## src/rtl/pec_pkg.sv

```systemverilog
package pec_pkg;
    localparam int          PEC_W    = 8;
    localparam logic [7:0]  PEC_POLY = 8'h07;   // x^2 + x + 1 below the implicit x^8
    localparam logic [7:0]  PEC_SEED = 8'h41;

    typedef enum logic [1:0] {
        RES_NONE     = 2'd0,
        RES_MATCH    = 2'd1,
        RES_MISMATCH = 2'd2
    } pec_res_e;
endpackage

```

## src/rtl/pec_step.sv

```systemverilog
// One serial step of the code register: shift up, fold feedback into tapped bits.
module pec_step #(
    parameter int         W    = 8,
    parameter logic [W-1:0] POLY = 8'h07
) (
    input  logic [W-1:0] crc_i,
    input  logic         din_i,
    output logic [W-1:0] crc_o
);
    logic fb;
    assign fb = din_i ^ crc_i[W-1];

    for (genvar k = 0; k < W; k++) begin : g_bit
        if (k == 0) begin : g_low
            assign crc_o[k] = POLY[k] & fb;
        end else begin : g_up
            if (POLY[k]) begin : g_tap
                assign crc_o[k] = crc_i[k-1] ^ fb;
            end else begin : g_plain
                assign crc_o[k] = crc_i[k-1];
            end
        end
    end
endmodule

```

## src/rtl/pec_cmp.sv

```systemverilog
// Equality of computed and received code.
module pec_cmp #(
    parameter int W = 8
) (
    input  logic [W-1:0] calc_i,
    input  logic [W-1:0] rcv_i,
    output logic         equal_o
);
    logic [W-1:0] diff;
    assign diff    = calc_i ^ rcv_i;
    assign equal_o = ~|diff;
endmodule

```

## src/rtl/pec_tx_shift.sv

```systemverilog
// Next value of the transmit shifter; load wins over shift.
module pec_tx_shift #(
    parameter int W = 8
) (
    input  logic [W-1:0] sh_q_i,
    input  logic [W-1:0] crc_i,
    input  logic         load_i,
    input  logic         shift_i,
    output logic [W-1:0] sh_d_o
);
    always_comb begin
        if (load_i) begin
            sh_d_o = crc_i;
        end else if (shift_i) begin
            sh_d_o = {sh_q_i[W-2:0], 1'b0};
        end else begin
            sh_d_o = sh_q_i;
        end
    end
endmodule

```

## src/rtl/pec_serial_engine.sv

```systemverilog
module pec_serial_engine
    import pec_pkg::*;
#(
    parameter int           W    = PEC_W,
    parameter logic [W-1:0] POLY = PEC_POLY,
    parameter logic [W-1:0] SEED = PEC_SEED
) (
    input  logic         clk,
    input  logic         rst_n,
    input  logic         init_i,
    input  logic         bit_vld_i,
    input  logic         bit_i,
    input  logic         done_i,
    input  logic [W-1:0] rx_pec_i,
    input  logic         load_tx_i,
    input  logic         shift_tx_i,
    output logic [W-1:0] crc_o,
    output logic         match_o,
    output logic         mismatch_o,
    output logic         tx_bit_o
);
    typedef struct packed {
        logic [W-1:0] crc;
        logic [W-1:0] tx_sh;
        pec_res_e     res;
    } state_t;

    localparam state_t ST_RESET = '{crc: SEED, tx_sh: '0, res: RES_NONE};

    state_t st_d, st_q;

    logic [W-1:0] crc_step;
    logic         pec_equal;
    logic [W-1:0] tx_next;

    pec_step #(.W(W), .POLY(POLY)) step_i (
        .crc_i (st_q.crc),
        .din_i (bit_i),
        .crc_o (crc_step)
    );

    pec_cmp #(.W(W)) cmp_i (
        .calc_i  (st_q.crc),
        .rcv_i   (rx_pec_i),
        .equal_o (pec_equal)
    );

    pec_tx_shift #(.W(W)) txs_i (
        .sh_q_i  (st_q.tx_sh),
        .crc_i   (st_q.crc),
        .load_i  (load_tx_i),
        .shift_i (shift_tx_i),
        .sh_d_o  (tx_next)
    );

    always_comb begin
        st_d     = st_q;
        st_d.res = RES_NONE;
        if (init_i) begin
            st_d.crc = SEED;
        end else if (bit_vld_i) begin
            st_d.crc = crc_step;
        end
        if (done_i) begin
            st_d.res = pec_equal ? RES_MATCH : RES_MISMATCH;
        end
        st_d.tx_sh = tx_next;
    end

    always_ff @(posedge clk or negedge rst_n) begin
        if (!rst_n) begin
            st_q <= ST_RESET;
        end else begin
            st_q <= st_d;
        end
    end

    assign crc_o      = st_q.crc;
    assign match_o    = (st_q.res == RES_MATCH);
    assign mismatch_o = (st_q.res == RES_MISMATCH);
    assign tx_bit_o   = st_q.tx_sh[W-1];
endmodule

```

## config.mk

```make
export PLATFORM = sky130hd
export DESIGN_NAME = pec_serial_engine
export DESIGN_NICKNAME = d
export VERILOG_FILES = /design/src/rtl/pec_pkg.sv /design/src/rtl/pec_step.sv /design/src/rtl/pec_cmp.sv /design/src/rtl/pec_tx_shift.sv /design/src/rtl/pec_serial_engine.sv
export SDC_FILE = /design/constraint.sdc
export NUM_CORES = 1
export LEC_CHECK = 0
export ABC_AREA = 1
export BUFFER_PORTS_ARGS = -buffer_cell sky130_fd_sc_hd__buf_4
export CAP_MARGIN = 15
export CELL_PAD_IN_SITES_DETAIL_PLACEMENT = 1
export CELL_PAD_IN_SITES_GLOBAL_PLACEMENT = 1
export CORE_UTILIZATION = 30
export CTS_BUF_LIST = sky130_fd_sc_hd__clkbuf_4 sky130_fd_sc_hd__clkbuf_8 sky130_fd_sc_hd__clkbuf_16
export DETAILED_ROUTE_END_ITERATION = 7
export PLACE_DENSITY_LB_ADDON = 0.3
export SYNTH_ARGS = -nofsm -noshare
export SYNTH_HDL_FRONTEND = slang
export SYNTH_SLANG_ARGS = --single-unit
```

## constraint.sdc

```tcl
create_clock -name clk -period 2.7 [get_ports clk]
set_input_delay 0.405 -clock clk [delete_from_list [all_inputs] [get_ports clk]]
set_output_delay 0.405 -clock clk [all_outputs]
set_load 0.02 [all_outputs]
```

* After elaboration in Yosys (flattened, before gate mapping)
Cells that the tools add are included.
Storage, ports and cells: output and inout port bits 11, logic and storage cells 18, bits in latches 0, register bits after elaboration 18, memory bits (writable) 0, memories 0, input bits 16, memory bits (read-only) 0
Operators by class: shift operators 0, reductions and logical operators 3, magnitude comparators 0, mux-type cells 6, add/subtract/negate cells 0, bitwise gates (word level) 4, multipliers 0, divide/modulo/power cells 0, eq/ne operators 2
Operators with widths (count):
- 8-bit two-way mux | 4
- 8-bit OR reduction | 1
- 8-bit bitwise XOR | 1
- 2-bit two-way mux | 2
- 2-bit nonzero test | 2
- 1-bit bitwise XOR | 3
- 2-bit by 1-bit == test with 1-bit output, second input constant | 1
- 2-bit == test, second input constant | 1

* Logic depth before layout (Yosys ltp)
Gate-level depths: netlist (run 1).
depth after elaboration 4, depth in mapped cells 8, depth with buffers taken out 8

* Cells and area by module
A second synthesis (run 1) with hierarchy kept.
Second synthesis, totals: cells, all modules 176, area, all modules 1153.6 µm²
By module, submodules not included:
- pec_serial_engine | seq. area each 452.9 µm², area each 669.4 µm², cells each 61, instances 1
- pec_tx_shift | seq. area each 0.0 µm², area each 212.7 µm², cells each 50, instances 1
- pec_cmp | seq. area each 0.0 µm², area each 165.2 µm², cells each 44, instances 1
- pec_step | seq. area each 0.0 µm², area each 106.4 µm², cells each 21, instances 1

* Worst setup path after synthesis (run 1)
Ideal clock, no wire load.
path kind register to output, start point register st_q, in the netlist crc_o[0], end point output crc_o[0], slack 1.592 ns, cell stages (with the launch flop) 2, data arrival time 0.703 ns, data required time 2.295 ns, buffers on the path 1, cell sequence dfstp_2 buf_4
RTL lines:
- start, declared | RTL line pec_serial_engine.sv:30 | state_t st_d, st_q;
- start signal, assigned | RTL line pec_serial_engine.sv:74 | st_q <= st_d;
- end, declared | RTL line pec_serial_engine.sv:17 | output logic [W-1:0] crc_o,
No word-level cell between the ends.

* Worst setup path in the final report (run 1)
start point register st_q, in the netlist crc_o[7], end point output crc_o[7]
No word-level cell between the ends.

==> metrics, run 1 <==
status=finished, final reports clean; endpoints failing hold=0; Seq/Total Area, Yosys=0.410; Leakage=0.711 nW; final core utilization=0.386; Fin Setup TNS=0 ps; synth top area cells=dfrtp_1 36%, nand2_1 16%, inv_1 8.2%; FMAX=0.678 GHz; Tmin final=1470 ps; first-pass GRT wire length=4.80 mm; Syn Nets=169; die height=62.7 µm; clock-pin slew on the worst setup and hold paths=70 ps; Synth-to-Final Area Change=20.4%; clock share of power=0.328; endpoints failing setup=0; hold slack final=2.12 ps; I/O pin cnt=27; 1st-iter DRT viols=21; RSZ-0062 raised after global routing=false; worst path cell trace=buf_4; Final GP Congestion=0.858; top cell family by delay on the critical path=flip-flops; placed inst area=0.00127 mm²; post-synth top area cell=dfrtp_1; period utilization=0.546; antenna-violating nets left=0; total grt overflow=0; crit-path max FO=7; Final Instance Area=0.00133 mm²; largest stage delay on the critical path=590 ps; Synth Register Bits=18; vias in the first global route=1042; YS warnings=0; Netlist cell types=22; Psw=203 µW; Layout Cells excl Fill=219; routed length per instance=12.6 µm; total track usage=0.156; Die W=62.7 µm; DRC violations left=0; CP required=2300 ps; CTS root buf=clkbuf_8; CTS sink count=18; Crit. End Element=primary output; CTS Hold Buffers Added=0; placed insts=215; Fill cells=444; Worst path slowest cell=dfrtp_1; Worst-Margin Slew=402 ps; Max Cap Violations=0; core area=0.00344 mm²; Combinational Power Share=0.217; layout net count=190; Max-slew headroom=0.732; Worst setup SP type=flip-flop; sw frac=0.295; PwrDens=518 mW/mm²; antenna violations before repair=0; HP Class=input pin to async pin; n_diodes=0; H-tree Lvls=1; vias per inst=4.62; Routed WL=2.76 mm; clk buf depth=2; drt pass-1 iters=4; synthesized area=0.00110 mm²; type of the worst setup path=flip-flop to primary output; CTS tree=yes; internal power=485 µW; Synth Instances=153; postcts setup bufs=0; port buffer count=26; Slew Viols, Final=0; worst path bufs/invs=1; CP arrival=1070 ps; peak supply drop=0.332 mV; row cnt=21; number of buffers created by CTS=3; largest net degree at the start of global routing=19; dpl hpwl=2.22 mm; layout cell share with drive strength beyond 1=0.225; post-synth top area share=0.363; vias post-DR=1012; starting density of the core=0.321; Flop pwr share=0.455; Die Area=0.00393 mm²; # resized after CTS=0; Clock Skew=4.20 ps; syn_area_per_cell=7.21 µm²; Worst-Skew Late Latency=260 ps
-- path summary, 6_finish.rpt --
| check | depth (start not counted) | endpoint | start | slack (ps) |
|---|---|---|---|---|
| min in group clk | 2 | st_q[5] | shift_tx_i | 350 |
| hold / removal | 1 | st_q[0] | rst_n | 2 |
| hold reg to reg | 2 | st_q[3] | st_q[3] | 500 |
| max in group asynchronous | 1 | crc_o[0] | rst_n | 2430 |
| setup reg to reg | 7 | st_q[1] | crc_o[6] | 1460 |
| setup / recovery | 1 | crc_o[7] | crc_o[7] | 1230 |
-- logic make-up after synthesis --
kind of cell | Yosys count | share of synthesized area
buffers and inverters | 38 | 0.175
AND/OR/NAND/NOR | 74 | 0.274
AO/OA/AOI/OAI | 20 | 0.110
flip-flops | 18 | 0.410
XOR/XNOR | 3 | 0.0306
-- cell usage after synthesis --
cell,instances
a21oi_1,1
a21oi_2,1
a22oi_1,2
a31oi_1,1
buf_4,8
buf_6,2
dfrtp_1,16
dfstp_2,2
inv_1,24
inv_2,2
inv_4,2
nand2_1,48
nand2_8,1
nand3_1,3
nor2_1,18
nor3_1,4
o21ai_0,4
o21ai_1,2
o22ai_1,9
xnor2_1,1
xnor2_2,1
xor2_1,1
-- power by group through the flow --
stage               Clock [mW]  Combinational (mW)  Sequential [mW]
finish                   0.226               0.150            0.313
global route             0.243               0.169            0.316
CTS                      0.230               0.152            0.314
detailed placement           0               0.152            0.319
global placement             0               0.146            0.318
floorplan                    0               0.105            0.313
-- final cells by class --
type	instances	area (µm²)	area share
clock buffers	4	55.1	0.0414
inverters	28	110	0.0829
multi-input cells	97	458	0.345
flip-flops and latches	18	453	0.341
well taps	46	57.6	0.0433
repair buffers	26	195	0.147
-- registers in the layout, indices dropped and copies added, names as in the netlist --
name / cells
tx_bit_o: 1
st_q: 9
crc_o: 8
-- per-stage QoR --
step	setup WS (ps)	total power [mW]
after global placement	1510	0.464
after floorplan	1590	0.418
after global routing	1190	0.728
after CTS	1220	0.696
final	1230	0.688
after detailed placement	1460	0.471
-- routing by layer --
layer  vias up  wire (µm)  GRT usage
met4         0         21     0.0349
met5         -          0          0
li1        503          -          -
met2        20       1360      0.272
met3         4        101     0.0420
met1       485       1280      0.189
-- placed cells by master, fill, tap and decap left out, types with 2 or more instances in the layout --
master and instances:
inv_1 24, clkbuf_8 4, dfrtp_1 16, inv_4 2, a22oi_1 2, o22ai_1 9
nand3_1 3, nor3_1 4, nand2_1 48, nor2_1 18, inv_2 2, o21ai_1 2
o21ai_0 4, dfstp_2 2, buf_4 26
No activity file was read; power rests on OpenSTA's default activity.
==> run 2: changes to the inputs <==
Settings changed: ABC_AREA 1 to 0.
Clock period 2.7 ns to 1.26 ns, I/O delays scaled along.
==> run 2 against run 1 <==
- wire length shrank 22%
- first-iteration DRC count decreased by 43%
- synthesized area down 15%
- combinational power increased by 100%
- sequential power up 110%
- largest cell class is now sequential cells
- clock power rose by 38%
- sequential share of layout area is 2.7 points higher
- global-route usage fell by 1.1 points
- cell count is 28% lower
- synthesized cell count decreased by 42%
- hold slack better by 110 ps
- critical path type unchanged
==> metrics, run 2 <==
status=finished, final reports clean; vias per inst=4.45 (-3.7%); antenna-violating nets left=0 (unchanged); layout net count=132 (-31%); Layout Cells excl Fill=157 (-28%); Worst-Skew Late Latency=290 ps (+30 ps); most frequent cell after synthesis=dfrtp_1; Final GP Congestion=0.800 (-6.8%); Max-slew headroom=0.800 (+0.0679); clk buf depth=2 (unchanged); syn_area_per_cell=10.7 µm² (+49%); Synth Register Bits=18 (unchanged); Combinational Power Share=0.238 (+0.021); vias post-DR=699 (-31%); routed length per instance=13.8 µm (+9.4%); PwrDens=1020 mW/mm² (+97%); Tmin final=1240 ps; Worst-Margin Slew=297 ps (-104 ps); Syn Nets=104 (-38%); post-synth top area cell=dfrtp_1; Clock Skew=7.55 ps (+3.35 ps); largest stage delay on the critical path=560 ps (-30 ps); Worst path slowest cell=dfstp_2; Psw=343 µW (+69%); clock-pin slew on the worst setup and hold paths=90 ps (+20 ps); layout cell share with drive strength beyond 1=0.383 (+0.157); most flop-heavy register=st_q; CTS sink count=18 (unchanged); endpoints failing hold=0 (unchanged); 1st-iter DRT viols=12 (-43%); number of buffers created by CTS=3 (unchanged); CP dominant cell by count=buf_6; CP arrival=1050 ps (-20 ps); CTS tree=yes; HP Class=input pin to flip-flop; Crit. End Element=primary output; die height=58.1 µm (-7.3%); vias in the first global route=733 (-30%); Routed WL=2.17 mm (-22%); clock share of power=0.246 (-0.082); FFs w/ async S/R, synth=1.00 (unchanged); Leakage=0.610 nW (-14%); Die W=58.1 µm (-7.3%); total track usage=0.145 (-0.0110); most common cell after layout, fill and taps aside=buf_4; antenna violations before repair=0 (unchanged); most frequent cells in the layout=30 x buf_4, 15 x dfrtp_1, 12 x mux2i_1; port buffer count=26 (unchanged); dpl hpwl=1.57 mm (-29%); largest net degree at the start of global routing=19 (unchanged); EDFF count, synth=0 (unchanged); CTS root buf=clkbuf_4; placed insts=150 (-30%); crit-path max FO=2 (-5); sw frac=0.272 (-0.0238); DRC violations left=0 (unchanged); FMAX=0.804 GHz; post-synth top area share=0.424 (+0.0616); starting density of the core=0.328 (+0.00736); worst path bufs/invs=2 (+1); synth top area cells=dfrtp_1 42%, mux2i_1 13%, xor2_1 7.4%; worst path cell trace=buf_6, buf_6; Worst setup SP type=flip-flop; I/O pin cnt=27 (unchanged); H-tree Lvls=1 (unchanged); met1 global-route usage=0.211 (+0.0218); total grt overflow=0 (unchanged); GR Util met2=0.213 (-0.0583); top cell family by delay on the critical path=flip-flops; synthesized area=943 µm² (-15%); RSZ-0062 raised after global routing=true; GRT Max-Usage Layer=met2; Max Cap Violations=0 (unchanged); n_diodes=0 (unchanged); Post-synth top cells=16 x dfrtp_1, 12 x mux2i_1, 8 x buf_4, 8 x nand2_1, 8 x xor2_1; max reg flops=9 (unchanged); Synth-to-Final Area Change=31.0%; CP required=1070 ps (-1230 ps); Flop pwr share=0.516 (+0.061); internal power=920 µW (+90%); endpoints failing setup=0 (unchanged); Die Area=0.00337 mm² (-14%); grt met3 use=0.0402 (-0.00179); drt pass-1 iters=4 (unchanged); predominant post-synthesis flop cell=dfrtp_1; Seq/Total Area, Yosys=0.480 (+0.0697); Fin Setup TNS=0 ps (unchanged); core area=0.00288 mm² (-16%); Slew Viols, Final=0 (unchanged); row cnt=19 (-9.5%); peak supply drop=0.599 mV (+80%); YS warnings=0 (unchanged); Fill cells=329 (-26%); power consumption=1.26 mW (+84%); first-pass GRT wire length=3.59 mm (-25%); Synth Instances=88 (-42%); Netlist cell types=24 (+9.1%); period utilization=0.987; type of the worst setup path=flip-flop to primary output
-- run 2: routing by layer --
layer | wire length (µm) | vias up
met2 | 1010 | 14
met5 | 0 | -
met4 | 16 | 0
met3 | 74 | 2
li1 | - | 344
met1 | 1060 | 339
-- run 2: area by class of cell --
cell class,count,area (µm²),area share
flip-flops and latches,18,454,0.367
multi-input cells,57,415,0.336
repair buffers,35,280,0.227
well taps,42,52.6,0.0425
clock buffers,4,30.0,0.0243
inverters,1,3.75,0.00304
-- run 2: cells by family after synthesis --
kind of cell / synth area share
buf+inv: 0.0862
mux: 0.127
flops: 0.480
xor+xnor: 0.110
simple gates: 0.118
compound gates: 0.0782
-- run 2: what timing repair did --
action | 4_1_cts | 5_1_grt
endpoints found under the setup margin | 3 | 4
hold buffers | 1 | 0
hold endpoints to repair | 18 | 0
resized for setup | 5 | 1
buffers inserted | 2 | 0
-- run 2: path summary, 6_finish.rpt --
path	start	endpoint	slack, ps	depth (start not counted)
max in group asynchronous	rst_n	crc_o[0]	700	2
max	crc_o[0]	crc_o[0]	20	2
min reg2reg	st_q[2]	st_q[2]	520	1
max reg2reg	crc_o[0]	st_q[0]	50	4
min	init_i	crc_o[7]	110	2
min in group asynchronous	rst_n	st_q[7]	290	2
-- run 2: per-stage QoR --
| stage | setup WS [ps] | hold slack [ps] | utilization | instance area [µm²] |
|---|---|---|---|---|
| detailed placement | 16.8 | 73.3 | 0.403 | 1160 |
| global placement | 96.3 | 70.6 | 0.403 | 1160 |
| finish | 16.3 | 108 | 0.430 | 1240 |
| global route | -39.3 | 104 | 0.430 | 1240 |
| CTS | -2.61 | 93.6 | 0.429 | 1230 |
| floorplan | 157 | -107 | - | 943 |
-- run 2: power groups by stage --
stage               Clock, mW  Sequential (mW)  Combinational (mW)
floorplan                   0            0.667               0.164
CTS                     0.334            0.652               0.305
global route            0.356            0.659               0.329
detailed placement          0            0.665               0.280
global placement            0            0.663               0.276
finish                  0.311            0.652               0.301
==> run 3: changes to the inputs <==
Settings changed: CORE_UTILIZATION 30 to 34, CTS_CLUSTER_SIZE from default to 10, RECOVER_POWER from default to 100.
==> run 3 against run 2 <==
- clock power increased by 17%
- critical path depth unchanged
- final area decreased by 2.1%
- global-route usage increased by 4.4 points
- register-to-register slack got worse by 40 ps
- count of clock-buffer cells in the layout unchanged
- highest routed layer unchanged
==> metrics, run 3 (synthesized netlist as in run 2, its figures left out) <==
Fill cells=301 (-8.5%); placed inst area=0.00114 mm² (-1.3%); vias post-DR=705 (+0.86%); layout cell share with drive strength beyond 1=0.362 (-0.0205); worst path cell trace=buf_6, buf_6; CTS tree=yes; n_diodes=0 (unchanged); total grt overflow=0 (unchanged); Slew Viols, Final=0 (unchanged); Max Cap Violations=0 (unchanged); drt pass-1 iters=1 (-3); CTS sink count=18 (unchanged); crit-path max FO=2 (unchanged); placed insts=138 (-8.0%); largest net degree at the start of global routing=19 (unchanged); area of the multi-input gates=415 µm² (unchanged); core area=0.00254 mm² (-12%); HP Class=input pin to flip-flop; peak supply drop=0.629 mV (+5.0%); FMAX=0.800 GHz (-0.48%); DRC violations left=0 (unchanged); row cnt=18 (-1); Tmin final=1250 ps (+5.96 ps); Layout Cells excl Fill=146 (-7.0%); port buffer count=26 (unchanged); most flop-heavy register=st_q; top cell family by delay on the critical path=flip-flops; CP required=1070 ps (about the same); register area=454 µm² (unchanged); Worst setup SP type=flip-flop; Final Instance Area=0.00121 mm² (-2.1%); Routed WL=2.21 mm (+1.9%); clk buf depth=2 (unchanged); starting density of the core=0.371 (+0.0427); I/O pin cnt=27 (unchanged); RSZ-0062 raised after global routing=true; antenna violations before repair=0 (unchanged); Worst-Skew Late Latency=300 ps (about the same); Worst-Margin Slew=454 ps (+156 ps); die height=54.7 µm (-5.9%); endpoints failing hold=0 (unchanged); DR WL met3=106 µm (+43%); Die Area=0.00299 mm² (-11%); status=finished, final reports clean; layout net count=133 (+0.76%); DR WL met2=1.18 mm (+17%); final core utilization=0.475 (+0.0457); M1 wire length=898 µm (-16%); Max-slew headroom=0.698 (-0.103); CP dominant cell by count=buf_6; antenna-violating nets left=0 (unchanged); max reg flops=9 (unchanged); PwrDens=1080 mW/mm² (+5.7%); Synth-to-Final Area Change=28.2%; number of buffers created by CTS=3 (unchanged); Die W=54.7 µm (-5.9%); most common cell after layout, fill and taps aside=buf_4; most frequent cells in the layout=25 x buf_4, 15 x dfrtp_1, 12 x mux2i_1; vias in the first global route=752 (+2.6%); type of the worst setup path=flip-flop to primary output; clock-pin slew on the worst setup and hold paths=100 ps (about the same); dpl hpwl=1.69 mm (+7.7%); H-tree Lvls=1 (unchanged); routed length per instance=15.1 µm (+9.6%); power consumption=1.31 mW (+3.4%); vias per inst=4.83 (+8.5%); worst path bufs/invs=2 (unchanged); period utilization=0.992 (+0.00473); 1st-iter DRT viols=0 (-12); Worst path slowest cell=dfstp_2; Crit. End Element=primary output; first-pass GRT wire length=3.73 mm (+3.8%); total track usage=0.188 (+0.0437); largest stage delay on the critical path=560 ps (about the same); Leakage=0.604 nW (-1.1%); top sig layer=met4; Final GP Congestion=0.741 (-7.3%); Clock Skew=3.80 ps (-3.76 ps); endpoints failing setup=0 (unchanged); CTS root buf=clkbuf_4; CP arrival=1060 ps (about the same)
## run 3: cell count changes in the layout (fill, tap and decap cells not counted)
cell      delta
buf_4        -5
clkbuf_1     +3
clkbuf_2     +3
buf_2        +1
buf_6        -1
clkbuf_4     -1
clkbuf_8     +1
## run 3: cell type report
| cell class | instances | share of cell area |
|---|---|---|
| clock buffer | 4 | 0.0300 |
| sequential | 18 | 0.375 |
| tap | 30 | 0.0310 |
| timing repair buffer | 36 | 0.217 |
| inverter | 1 | 0.00310 |
| multi-input combinational | 57 | 0.343 |
## run 3: path summary, 6_finish.rpt
path,from,end,slack (ps),depth (start not counted)
max reg2reg,crc_o[7],st_q[0],10,3
max,crc_o[6],crc_o[6],10,2
min in group asynchronous,rst_n,tx_bit_o,350,2
min,init_i,crc_o[7],90,2
min reg2reg,st_q[2],st_q[2],510,1
max in group asynchronous,rst_n,crc_o[6],570,2
## run 3: per-layer routing
layer | global-route usage | up-vias
met4 | 0.0513 | 0
met3 | 0.0611 | 4
li1 | - | 340
met2 | 0.333 | 16
met5 | 0 | -
met1 | 0.213 | 345
## run 3: worst reg2reg max path: stages, from the launching register on
cell	delay, ps
dfrtp_2	470
xor2_1	160
nor4_2	340
and3_1	220
## run 3: power by group
group / total [mW] / internal [mW] / switching [mW] / leakage [nW]
logic: 0.290 / 0.144 / 0.146 / 0.352
registers: 0.654 / 0.623 / 0.0310 / 0.231
clock network: 0.363 / 0.176 / 0.187 / 0.0210
total: 1.31 / 0.943 / 0.364 / 0.604
## run 3: repair_timing
| item | in CTS | in global routing |
|---|---|---|
| buffers inserted | 2 | 1 |
| endpoints found under the hold margin | 18 | 0 |
| hold buffers | 1 | 0 |
| endpoints found under the setup margin | 3 | 5 |
| resized for setup | 4 | 1 |
## run 3: through the flow
stage | hold WS (ps) | TNS, ps | setup WS (ps)
global placement | 69.1 | 0 | 105
CTS | 76.6 | -2.68 | -2.68
global route | 87.2 | -115 | -35.1
detailed placement | 73.3 | 0 | 64.1
finish | 86.3 | 0 | 10.3
floorplan | -107 | 0 | 157
